File: src/rtl/spi_slave_pkg.sv
package spi_slave_pkg;

    localparam int DATA_W = 8;

    localparam logic [3:0] MODE_SEL_GOVERNED = 4'b0100;
    localparam logic [3:0] MODE_SEL_FREE     = 4'b0101;

    typedef struct packed {
        logic       irq_en;
        logic       late_phase;
        logic       enable;
        logic       idle_high;
        logic [3:0] mode;
    } ctrl_t;

    typedef enum logic [1:0] {
        ADDR_CTRL = 2'd0,
        ADDR_DATA = 2'd1,
        ADDR_STAT = 2'd2
    } addr_e;

    function automatic logic port_active(ctrl_t c);
        return c.enable && (c.mode == MODE_SEL_GOVERNED || c.mode == MODE_SEL_FREE);
    endfunction

    function automatic logic select_governed(ctrl_t c);
        return c.mode == MODE_SEL_GOVERNED;
    endfunction

endpackage

File: src/rtl/spi_sync.sv
module spi_sync #(
    parameter int              W       = 3,
    parameter int              STAGES  = 2,
    parameter logic [W-1:0]    RST_VAL = '0
) (
    input  logic         clk,
    input  logic         rst,
    input  logic [W-1:0] d,
    output logic [W-1:0] q
);
    logic [W-1:0] stg [STAGES];

    for (genvar g = 0; g < STAGES; g++) begin : g_stage
        always_ff @(posedge clk) begin
            if (rst) begin
                stg[g] <= RST_VAL;
            end else if (g == 0) begin
                stg[g] <= d;
            end else begin
                stg[g] <= stg[(g == 0) ? 0 : g-1];
            end
        end
    end

    assign q = stg[STAGES-1];
endmodule

File: src/rtl/spi_shift_core.sv
module spi_shift_core
    import spi_slave_pkg::*;
#(
    parameter int W = DATA_W
) (
    input  logic         clk,
    input  logic         rst,
    input  ctrl_t        ctrl,
    input  logic         sck_s,
    input  logic         ss_s,
    input  logic         sdi_s,
    input  logic [W-1:0] tx_load,
    output logic         sdo,
    output logic         sdo_oe,
    output logic         byte_done,
    output logic [W-1:0] rx_byte
);
    localparam int            CW   = $clog2(W);
    localparam logic [CW-1:0] LAST = CW'(W-1);

    logic          sck_q;
    logic [CW-1:0] cnt;
    logic [W-1:0]  rx_sh;
    logic [W-1:0]  tx_sh;
    logic          active, hold, lead, trail, samp, shft;

    always_comb begin
        active = port_active(ctrl);
        hold   = !active || (select_governed(ctrl) && ss_s);
        lead   = (sck_q == ctrl.idle_high) && (sck_s != ctrl.idle_high);
        trail  = (sck_q != ctrl.idle_high) && (sck_s == ctrl.idle_high);
        samp   = ctrl.late_phase ? trail : lead;
        shft   = ctrl.late_phase ? lead  : trail;
    end

    always_ff @(posedge clk) begin
        if (rst) sck_q <= 1'b0;
        else     sck_q <= sck_s;
    end

    always_ff @(posedge clk) begin
        if (rst) begin
            cnt   <= '0;
            rx_sh <= '0;
            tx_sh <= '0;
        end else if (hold) begin
            cnt   <= '0;
            rx_sh <= '0;
            tx_sh <= tx_load;
        end else begin
            if (samp) begin
                rx_sh <= {rx_sh[W-2:0], sdi_s};
                cnt   <= (cnt == LAST) ? '0 : cnt + 1'b1;
            end
            if (shft && cnt != '0) begin
                tx_sh <= {tx_sh[W-2:0], 1'b0};
            end else if (cnt == '0) begin
                tx_sh <= tx_load;
            end
        end
    end

    assign byte_done = !hold && samp && (cnt == LAST);
    assign rx_byte   = {rx_sh[W-2:0], sdi_s};
    assign sdo       = tx_sh[W-1];
    assign sdo_oe    = active && (!select_governed(ctrl) || !ss_s);

    // a high select in the governed mode leaves the framing at bit zero
    assert_sel_clears_count_R6: assert property (@(posedge clk) disable iff (rst)
        (select_governed(ctrl) && ss_s) |=> (cnt == '0));
endmodule

File: src/rtl/spi_regs.sv
module spi_regs
    import spi_slave_pkg::*;
#(
    parameter int W = DATA_W
) (
    input  logic         clk,
    input  logic         rst,
    input  logic         reg_wr,
    input  logic         reg_rd,
    input  logic [1:0]   reg_addr,
    input  logic [W-1:0] reg_wdata,
    input  logic         byte_done,
    input  logic [W-1:0] rx_byte,
    output ctrl_t        ctrl,
    output logic [W-1:0] tx_hold,
    output logic [W-1:0] reg_rdata,
    output logic         irq
);
    logic [W-1:0] rx_buf;
    logic         done_flag, rx_full, overflow;
    addr_e        addr;

    assign addr = addr_e'(reg_addr);

    always_ff @(posedge clk) begin
        if (rst) begin
            ctrl      <= '0;
            tx_hold   <= '0;
            rx_buf    <= '0;
            done_flag <= 1'b0;
            rx_full   <= 1'b0;
            overflow  <= 1'b0;
        end else begin
            if (reg_wr && addr == ADDR_CTRL) ctrl    <= ctrl_t'(reg_wdata[7:0]);
            if (reg_wr && addr == ADDR_DATA) tx_hold <= reg_wdata;

            if (byte_done)                                   done_flag <= 1'b1;
            else if (reg_wr && addr == ADDR_STAT && reg_wdata[0]) done_flag <= 1'b0;

            if (byte_done && !rx_full) begin
                rx_buf  <= rx_byte;
                rx_full <= 1'b1;
            end else if (reg_rd && addr == ADDR_DATA) begin
                rx_full <= 1'b0;
            end

            if (byte_done && rx_full)                        overflow <= 1'b1;
            else if (reg_wr && addr == ADDR_STAT && reg_wdata[2]) overflow <= 1'b0;
        end
    end

    always_comb begin
        case (addr)
            ADDR_CTRL: reg_rdata = W'(ctrl);
            ADDR_DATA: reg_rdata = rx_buf;
            ADDR_STAT: reg_rdata = W'({overflow, rx_full, done_flag});
            default:   reg_rdata = '0;
        endcase
    end

    assign irq = done_flag && ctrl.irq_en;

    // the completion flag only rises after the shifter reports a word
    assert_done_from_word_R7: assert property (@(posedge clk) disable iff (rst)
        $rose(done_flag) |-> $past(byte_done));
    // the buffer is only rewritten while it was empty
    assert_buf_kept_when_full_R8: assert property (@(posedge clk) disable iff (rst)
        !$stable(rx_buf) |-> !$past(rx_full));
    // overflow only arises on top of a full buffer
    assert_no_overflow_R9: assert property (@(posedge clk) disable iff (rst)
        $rose(overflow) |-> $past(rx_full));
endmodule

File: src/rtl/spi_slave_port.sv
module spi_slave_port
    import spi_slave_pkg::*;
#(
    parameter int W      = DATA_W,
    parameter int STAGES = 2
) (
    input  logic         clk,
    input  logic         rst,
    input  logic         reg_wr,
    input  logic         reg_rd,
    input  logic [1:0]   reg_addr,
    input  logic [W-1:0] reg_wdata,
    output logic [W-1:0] reg_rdata,
    input  logic         sck,
    input  logic         ss_n,
    input  logic         sdi,
    output logic         sdo,
    output logic         sdo_oe,
    output logic         irq
);
    ctrl_t        ctrl;
    logic [W-1:0] tx_hold, rx_byte;
    logic         byte_done;
    logic [2:0]   pins_s;

    spi_sync #(.W(3), .STAGES(STAGES), .RST_VAL(3'b100)) u_sync (
        .clk (clk),
        .rst (rst),
        .d   ({ss_n, sck, sdi}),
        .q   (pins_s)
    );

    spi_shift_core #(.W(W)) u_core (
        .clk       (clk),
        .rst       (rst),
        .ctrl      (ctrl),
        .sck_s     (pins_s[1]),
        .ss_s      (pins_s[2]),
        .sdi_s     (pins_s[0]),
        .tx_load   (tx_hold),
        .sdo       (sdo),
        .sdo_oe    (sdo_oe),
        .byte_done (byte_done),
        .rx_byte   (rx_byte)
    );

    spi_regs #(.W(W)) u_regs (
        .clk       (clk),
        .rst       (rst),
        .reg_wr    (reg_wr),
        .reg_rd    (reg_rd),
        .reg_addr  (reg_addr),
        .reg_wdata (reg_wdata),
        .byte_done (byte_done),
        .rx_byte   (rx_byte),
        .ctrl      (ctrl),
        .tx_hold   (tx_hold),
        .reg_rdata (reg_rdata),
        .irq       (irq)
    );

    // an inactive port never drives the data-out pin nor completes a word
    assert_idle_quiet_R4: assert property (@(posedge clk) disable iff (rst)
        !port_active(ctrl) |-> (!sdo_oe && !byte_done));
    // select-free mode drives the pin whenever enabled
    assert_free_drives_R3: assert property (@(posedge clk) disable iff (rst)
        (ctrl.enable && ctrl.mode == MODE_SEL_FREE) |-> sdo_oe);
endmodule

File: config.mk
export PLATFORM = sky130hd
export DESIGN_NAME = spi_slave_port
export DESIGN_NICKNAME = d
export VERILOG_FILES = /design/src/rtl/spi_slave_pkg.sv /design/src/rtl/spi_sync.sv /design/src/rtl/spi_shift_core.sv /design/src/rtl/spi_regs.sv /design/src/rtl/spi_slave_port.sv
export SDC_FILE = /design/constraint.sdc
export NUM_CORES = 1
export LEC_CHECK = 0
export ABC_CLOCK_PERIOD_IN_PS = 1900
export BUFFER_PORTS_ARGS = -buffer_cell sky130_fd_sc_hd__buf_2
export CORE_UTILIZATION = 57
export CTS_CLUSTER_SIZE = 8
export DETAILED_ROUTE_END_ITERATION = 12
export GPL_TIMING_DRIVEN = 0
export PLACE_DENSITY = 0.78
export SYNTH_ARGS = -nofsm -noshare
export SYNTH_HDL_FRONTEND = slang
export SYNTH_SLANG_ARGS = --single-unit
File: constraint.sdc
create_clock -name clk -period 1.9 [get_ports clk]
set_input_delay 0.285 -clock clk [delete_from_list [all_inputs] [get_ports clk]]
set_output_delay 0.285 -clock clk [all_outputs]
set_load 0.02 [all_outputs]
==> results.yml, run 1 <==
outcome:
  status: "complete, no violations"
route:
  via_per_inst: 5.57
  drt-pass1-iter-count: 4
  route.detailed.drc: 0
  wl_mm: 5.10
  wl_per_cell_um: 14.4
  drtIter0Drc: 118
  ant_nets: 0
  vias: 1971
synthesis:
  synthArstFlopShare_pct: 0
  yosysMostFrequentCell: "dfxtp_1"
  synth_seq_cells: 52
  syn_inst: 268
  synthFlopType: "dfxtp_1"
  netlist.area_leader.share_pct: 43.9
  synth.area.top_cells: "dfxtp_1 (44%), mux2i_1 (12%), nand2b_1 (7.1%)"
  synth_edf_count: 0
  synth_common_cells: "dfxtp_1 (52), nand2_1 (34), mux2i_1 (28)"
  syn_avg_cell_area_sq_um: 8.85
  synth_cell_types: 33
  syn_area_sq_mm: 0.00237
  yosysSeqAreaShare_pct: 43.9
  syn_nets: 288
  yosysWarnings: 0
  yosys.area.top_type: "dfxtp_1"
sta:
  clock.fmax_mhz: 562
  slew_headroom_pct: 51.8
  slew_violations: 0
  worst_pin_slew_ns: 0.718
  setup_viol: 0
  fin_ws_ns: 0.120
  fin_crit_ns: 1.78
  fin_skew_ns: 0.00867
  fin_crit_sh_pct: 93.7
  hold_slack_ns: 0.156
  final_hold_viol_count: 0
  rsz0062_at_grt: "false"
final_layout:
  final_cell_count_no_fill: 354
  fill_cells: 338
  drive_gt1_share_pct: 14.5
  antenna_cells: 0
  nets: 323
  syn_to_final_growth_pct: 13.0
  fin_area_sq_mm: 0.00268
cts:
  cts.sinks: 52
  htreeDepth: 2
  insertion_delay_ns: 0.31
  cts_hold_buf: 0
  cts_tree: "done"
  cts_buffer_depth: 2
  clkTransAtPathRegs_ns: 0.08
  cts_root_buf: "clkbuf_8"
  numCtsBuffers: 5
grt:
  grt_overflow: 0
  grt_max_degree: 15
  antenna_found_initial: 0
  grtUsageTotal_pct: 25.1
  grt_pass1_vias: 1723
  grt_first_pass_wirelength_mm: 8.27
worst_setup_path:
  cp_data_arrival_time_ns: 1.50
  crit_required_ns: 1.62
  crit_type: "reg -> out"
  end_kind: "primary output"
  start_kind: "flop"
  worst-path-max-fanout: 4
  rrSetupSlack_ns: 0.14
die:
  core-area_sq_mm: 0.00400
  die_x_um: 66.5
  die_h_um: 66.5
  fp-row-count: 23
  initial_core_util_pct: 59.3
  io_pins: 28
  die_area_sq_mm: 0.00442
power:
  power_leakage_nw: 0.966
  power.density_mw_per_mm2: 724
  finalPower_mw: 1.94
  max-vdd-ir-drop_v: 0.000603
placement:
  dp_cells: 345
  postPlaceCellArea_sq_mm: 0.00257
  portBuffers: 27
  gp_congestion: 0.768
  hpwl_mm: 3.67
  place_ws_ns: -0.121
worst_hold_path:
  hold_class: "in -> reg"
job:
  cap_violations: 0
[layout by cell type (no fill, tap or decap), types with 6 or more instances in the layout]
cell type  instances
nand2_1           34
mux2i_1           27
nor2_1            20
dfxtp_1           50
buf_2             27
o32ai_1            6
o22ai_1            8
nand2b_1          27
clkbuf_8           6
o21a_1             6
nor2b_1           10
nor3_1             6
a21oi_1           20
clkbuf_1          13
nand3_1            9
[report_power, final]
group	switching [mW]	internal, mW
registers	0.0148	1.11
logic	0.0969	0.0703
clock network	0.351	0.298
[layer usage]
layer  routed length (um)  up-vias  global-route usage, %
met3                  173        6                   5.14
li1                     -      991                      -
met2                 2430       42                   39.9
met5                    0        -                      0
met1                 2420      932                   33.5
met4                   78        0                   8.78
[through the flow]
stage	TNS, ns	utilization, %
2_1_floorplan	0	-
3_3_place_gp	-0.452	64.2
3_5_place_dp	-0.936	64.2
4_1_cts	0	66.7
5_1_grt	0	67.0
6_report	0	67.0
[cell type report]
cell class	count	area, sq um	area share [%]
flip-flops and latches	52	1040	38.9
multi-input cells	198	1260	47.2
clock buffers	8	90.1	3.36
inverters	2	7.51	0.280
plain buffers	16	68.8	2.57
repair buffers	28	143	5.32
well taps	50	62.6	2.33
[cell families after synthesis]
| family | after synthesis | synth area share (%) |
|---|---|---|
| fa+ha+maj | 3 | 1.58 |
| buf+inv | 18 | 3.17 |
| compound gates | 45 | 11.7 |
| xor+xnor | 2 | 1.53 |
| simple gates | 119 | 25.8 |
| mux | 29 | 12.3 |
| flops | 52 | 43.9 |
[repair_timing]
action	in CTS	in global routing
pin swaps	0	1
gates cloned	0	0
buffers inserted	0	1
resized for setup	3	2
setup endpoints to repair	19	24
[worst max-delay path, cell delays in order (launching register included)]
cell and delay [ns]:
dfxtp_1 0.35, nand4bb_1 0.32, nor2_1 0.30, buf_2 0.22
[worst paths after layout]
| check | start | to | cells after the start |
|---|---|---|---|
| setup reg to reg | u_regs.ctrl[4] | u_regs.rx_buf[3] | 5 |
| hold / removal | ss_n | u_sync.stg[0][2] | 2 |
| hold reg to reg | u_sync.stg[0][0] | u_sync.stg[1][0] | 1 |
| setup / recovery | u_regs.ctrl[3] | sdo_oe | 3 |
[sequential cells by signal (all words and copies together), names as in the netlist]
signal and count:
u_core.tx_sh 8, u_regs.ctrl 8, u_regs.rx_buf 8, u_regs.tx_hold 8
u_core.rx_sh 7, u_sync.stg 6, u_core.cnt 3, u_core.sck_q 1
u_regs.done_flag 1, u_regs.overflow 1, u_regs.rx_full 1
(Power assumes the default switching activity.)
==> run 2, diff against run 1 <==
CORE_UTILIZATION = 30   (was 57)
PLACE_DENSITY = default   (was 0.78)
SETUP_SLACK_MARGIN = 0.05   (was default)
==> results.yml, run 2 (synthesis results as in run 1) <==
outcome:
  status: "complete, no violations"
sta:
  clock.fmax_mhz: 569
  hold_slack_ns: 0.159
  slew_violations: 0
  final_hold_viol_count: 0
  fin_skew_ns: 0.00619
  tns_ns: 0
  rsz0062_at_grt: "false"
  fin_crit_ns: 1.76
  fin_crit_sh_pct: 92.5
  worst_pin_slew_ns: 0.603
  setup_viol: 0
  slew_headroom_pct: 59.8
final_layout:
  syn_to_final_growth_pct: 16.4
  layout_common_cells: "dfxtp_1 (50), nand2_1 (34), mux2i_1 (27), nand2b_1 (27), buf_2 (27)"
  final_common_cell: "dfxtp_1"
  drive_gt1_share_pct: 16.4
  fin_area_sq_mm: 0.00276
  antenna_cells: 0
  fill_cells: 821
  final_cell_count_no_fill: 407
  nets: 325
grt:
  grtUsageTotal_pct: 14.0
  grt_first_pass_wirelength_mm: 8.96
  antenna_found_initial: 0
  grt_pass1_vias: 1789
  grt_max_degree: 15
  grt_overflow: 0
worst_setup_path:
  critPathSlowestCell: "dfxtp_1"
  crit_required_ns: 1.62
  crit_type: "reg -> out"
  worst_path_largest_cell_delay_ns: 0.41
  end_kind: "primary output"
  crit_chain: "nand4bb_1 -> nor2_2 -> buf_2"
  cp_data_arrival_time_ns: 1.47
  start_kind: "flop"
  worst-path-max-fanout: 4
cts:
  clkTransAtPathRegs_ns: 0.09
  insertion_delay_ns: 0.31
  numCtsBuffers: 5
  cts_root_buf: "clkbuf_8"
  cts_hold_buf: 0
  cts_tree: "done"
  cts_buffer_depth: 2
  cts.sinks: 52
  htreeDepth: 2
route:
  route.detailed.drc: 0
  drtIter0Drc: 51
  vias: 1952
  wl_mm: 5.74
  via_per_inst: 4.80
  wl_per_cell_um: 14.1
  ant_nets: 0
  drt-pass1-iter-count: 4
power:
  power.density_mw_per_mm2: 691
  max-vdd-ir-drop_v: 0.000271
  power_leakage_nw: 0.979
placement:
  dp_cells: 397
  gp_congestion: 0.771
  hpwl_mm: 4.23
  portBuffers: 27
  postPlaceCellArea_sq_mm: 0.00263
die:
  io_pins: 28
  fp-row-count: 32
  die_x_um: 90.9
  die_h_um: 90.9
  initial_core_util_pct: 30.8
  core-area_sq_mm: 0.00769
  die_area_sq_mm: 0.00826
job:
  cap_violations: 0
worst_hold_path:
  hold_class: "in -> reg"
-- run 2: power breakdown --
part / internal (mW) / total [mW] / switching, mW
sequential: 1.11 / 1.13 / 0.0155
combinational: 0.0749 / 0.177 / 0.103
clock: 0.251 / 0.604 / 0.353
-- run 2: critical path: cells and delay by family (launching register included) --
family	cells	cell delay (ns)
and+or+nand+nor	2	0.56
DFF	1	0.41
buffers and inverters	1	0.20
-- run 2: path summary, 6_finish.rpt --
kind	cells past startpoint	to	slack, ns	start
min	2	u_sync.stg[0][2]	0.16	ss_n
max reg2reg	6	u_regs.rx_buf[3]	0.17	u_sync.stg[1][1]
min reg2reg	1	u_sync.stg[1][2]	0.41	u_sync.stg[0][2]
max	3	sdo_oe	0.14	u_regs.ctrl[5]
-- run 2: per-stage QoR --
stage               setup WS (ns)  power (mW)  util (%)
floorplan                   0.226        1.26         -
global placement           -0.105        1.32      34.3
detailed placement         -0.105        1.32      34.3
CTS                        0.0748        1.92      35.5
global route               0.0776        1.97      35.9
finish                      0.142        1.91      35.9
-- run 2: cell type report --
type | instances | area, sq um | area share [%]
repair buffers | 30 | 158 | 5.71
inverters | 2 | 7.51 | 0.272
clock inverters | 1 | 5.00 | 0.181
plain buffers | 16 | 71.3 | 2.58
clock buffers | 6 | 72.6 | 2.63
well taps | 102 | 128 | 4.62
flip-flops and latches | 52 | 1040 | 37.8
multi-input cells | 198 | 1270 | 46.2
-- run 2: timing repair --
action	4_1_cts	5_1_grt
pin swaps	2	1
endpoints found under the hold margin	0	0
setup buffers	1	2
setup endpoints to repair	27	29
gates resized for setup	4	7
-- run 2: per-layer routing --
layer	part of all wire (%)	GRT usage (%)	routed length, um	vias up
met4	1.1	3.97	65	0
met5	0	0	0	-
met3	3.5	3.70	203	7
met1	49	18.5	2790	919
li1	-	-	-	992
met2	47	22.4	2690	34
==> run 3, diff against run 2 <==
MAX_ROUTING_LAYER = met4   (was default)
==> results.yml, run 3 (synthesis results as in run 1) <==
outcome:
  status: "complete, no violations"
sta:
  fin_ws_ns: 0.149
  clock.fmax_mhz: 571
  fin_skew_ns: 0.00708
  slew_headroom_pct: 60.2
  final_hold_viol_count: 0
  hold_slack_ns: 0.160
  fin_crit_sh_pct: 92.1
  rsz0062_at_grt: "false"
  setup_viol: 0
  worst_pin_slew_ns: 0.596
  slew_violations: 0
  fin_crit_ns: 1.75
  tns_ns: 0
route:
  route.detailed.drc: 0
  ant_nets: 0
  via_per_inst: 4.78
  vias: 1947
  wl_per_cell_um: 14.1
  drtIter0Drc: 60
  wl_mm: 5.74
  drt-pass1-iter-count: 4
power:
  clkPwrFrac_pct: 31.7
  pwr-share-seq_pct: 59.0
  max-vdd-ir-drop_v: 0.000271
  switching_share_pct: 24.7
  power.density_mw_per_mm2: 691
  power_leakage_nw: 0.979
  p_int_mw: 1.44
  pwr-share-comb_pct: 9.3
  p_sw_uw: 471
placement:
  place_ws_ns: -0.105
  portBuffers: 27
  hpwl_mm: 4.23
  dp_cells: 397
  gp_congestion: 0.781
final_layout:
  antenna_cells: 0
  regArea_sq_mm: 0.00104
  fill_cells: 821
  syn_to_final_growth_pct: 16.4
  final_cell_count_no_fill: 407
  final_util_pct: 35.9
  multiInputGateArea_sq_mm: 0.00127
  layout_common_cells: "dfxtp_1 (50), nand2_1 (34), mux2i_1 (27), nand2b_1 (27), buf_2 (27)"
  final_common_cell: "dfxtp_1"
  drive_gt1_share_pct: 16.4
  nets: 325
grt:
  antenna_found_initial: 0
  grt_first_pass_wirelength_mm: 8.97
  grt_pass1_vias: 1786
  grt_overflow: 0
  grtUsageTotal_pct: 14.4
  grt_max_degree: 15
worst_setup_path:
  worst_path_largest_cell_delay_ns: 0.35
  crit_chain: "nand4bb_1 -> nor2_2 -> buf_2"
  end_kind: "primary output"
  critPathSlowestCell: "nand4bb_1"
  cp_data_arrival_time_ns: 1.47
  crit_type: "reg -> out"
  worst-path-max-fanout: 4
  start_kind: "flop"
  crit_required_ns: 1.62
cts:
  cts_buffer_depth: 2
  cts.sinks: 52
  cts_root_buf: "clkbuf_8"
  clkTransAtPathRegs_ns: 0.09
  htreeDepth: 2
  insertion_delay_ns: 0.31
  numCtsBuffers: 5
  cts_tree: "done"
worst_hold_path:
  hold_class: "in -> reg"
die:
  core-area_sq_mm: 0.00769
  die_h_um: 90.9
  io_pins: 28
  die_x_um: 90.9
  die_area_sq_mm: 0.00826
  initial_core_util_pct: 30.8
  fp-row-count: 32
job:
  cap_violations: 0
run 3: path summary, 6_finish.rpt:
kind,depth (start not counted),start,end,slack [ns]
max,3,u_regs.ctrl[1],sdo_oe,0.15
min,2,ss_n,u_sync.stg[0][2],0.16
max reg2reg,6,u_sync.stg[1][1],u_regs.rx_buf[3],0.18
min reg2reg,1,u_sync.stg[0][2],u_sync.stg[1][2],0.41
run 3: cell type report:
class                   instances  area share (%)
flip-flops and latches         52            37.8
inverters                       2           0.272
clock buffers                   6            2.63
plain buffers                  16            2.58
multi-input cells             198            46.2
clock inverters                 1           0.181
well taps                     102            4.62
repair buffers                 30            5.71
run 3: power groups by stage:
stage / Combinational [mW] / Sequential (mW) / Clock [mW]
CTS: 0.171 / 1.13 / 0.621
finish: 0.177 / 1.13 / 0.605
global placement: 0.167 / 1.15 / 0
detailed placement: 0.169 / 1.15 / 0
floorplan: 0.112 / 1.15 / 0
global route: 0.193 / 1.13 / 0.654
run 3: what timing repair did:
action | in CTS | in global routing
setup endpoints to repair | 27 | 29
cloned | 0 | 0
hold buffers | 0 | 0
setup buffers | 1 | 2
resized for setup | 4 | 7
pin swaps | 2 | 1
run 3: metrics by stage:
step / area (sq um) / power (mW)
finish: 2760 / 1.91
global route: 2760 / 1.97
CTS: 2730 / 1.92
detailed placement: 2630 / 1.32
global placement: 2630 / 1.32
floorplan: 2370 / 1.26
run 3: worst max-delay path: cells and delay by family, from the launching register on:
family | cells | cell delay, ns
AND/OR/NAND/NOR | 2 | 0.62
flip-flops | 1 | 0.34
buffers and inverters | 1 | 0.20
run 3: metal layers:
layer  global-route usage [%]  up-vias  routed length (um)
met5                        -        -                   0
met4                     3.97        0                  65
met3                     3.62        7                 213
met2                     22.3       33                2690
met1                     18.6      915                2780
li1                         -      992                   -
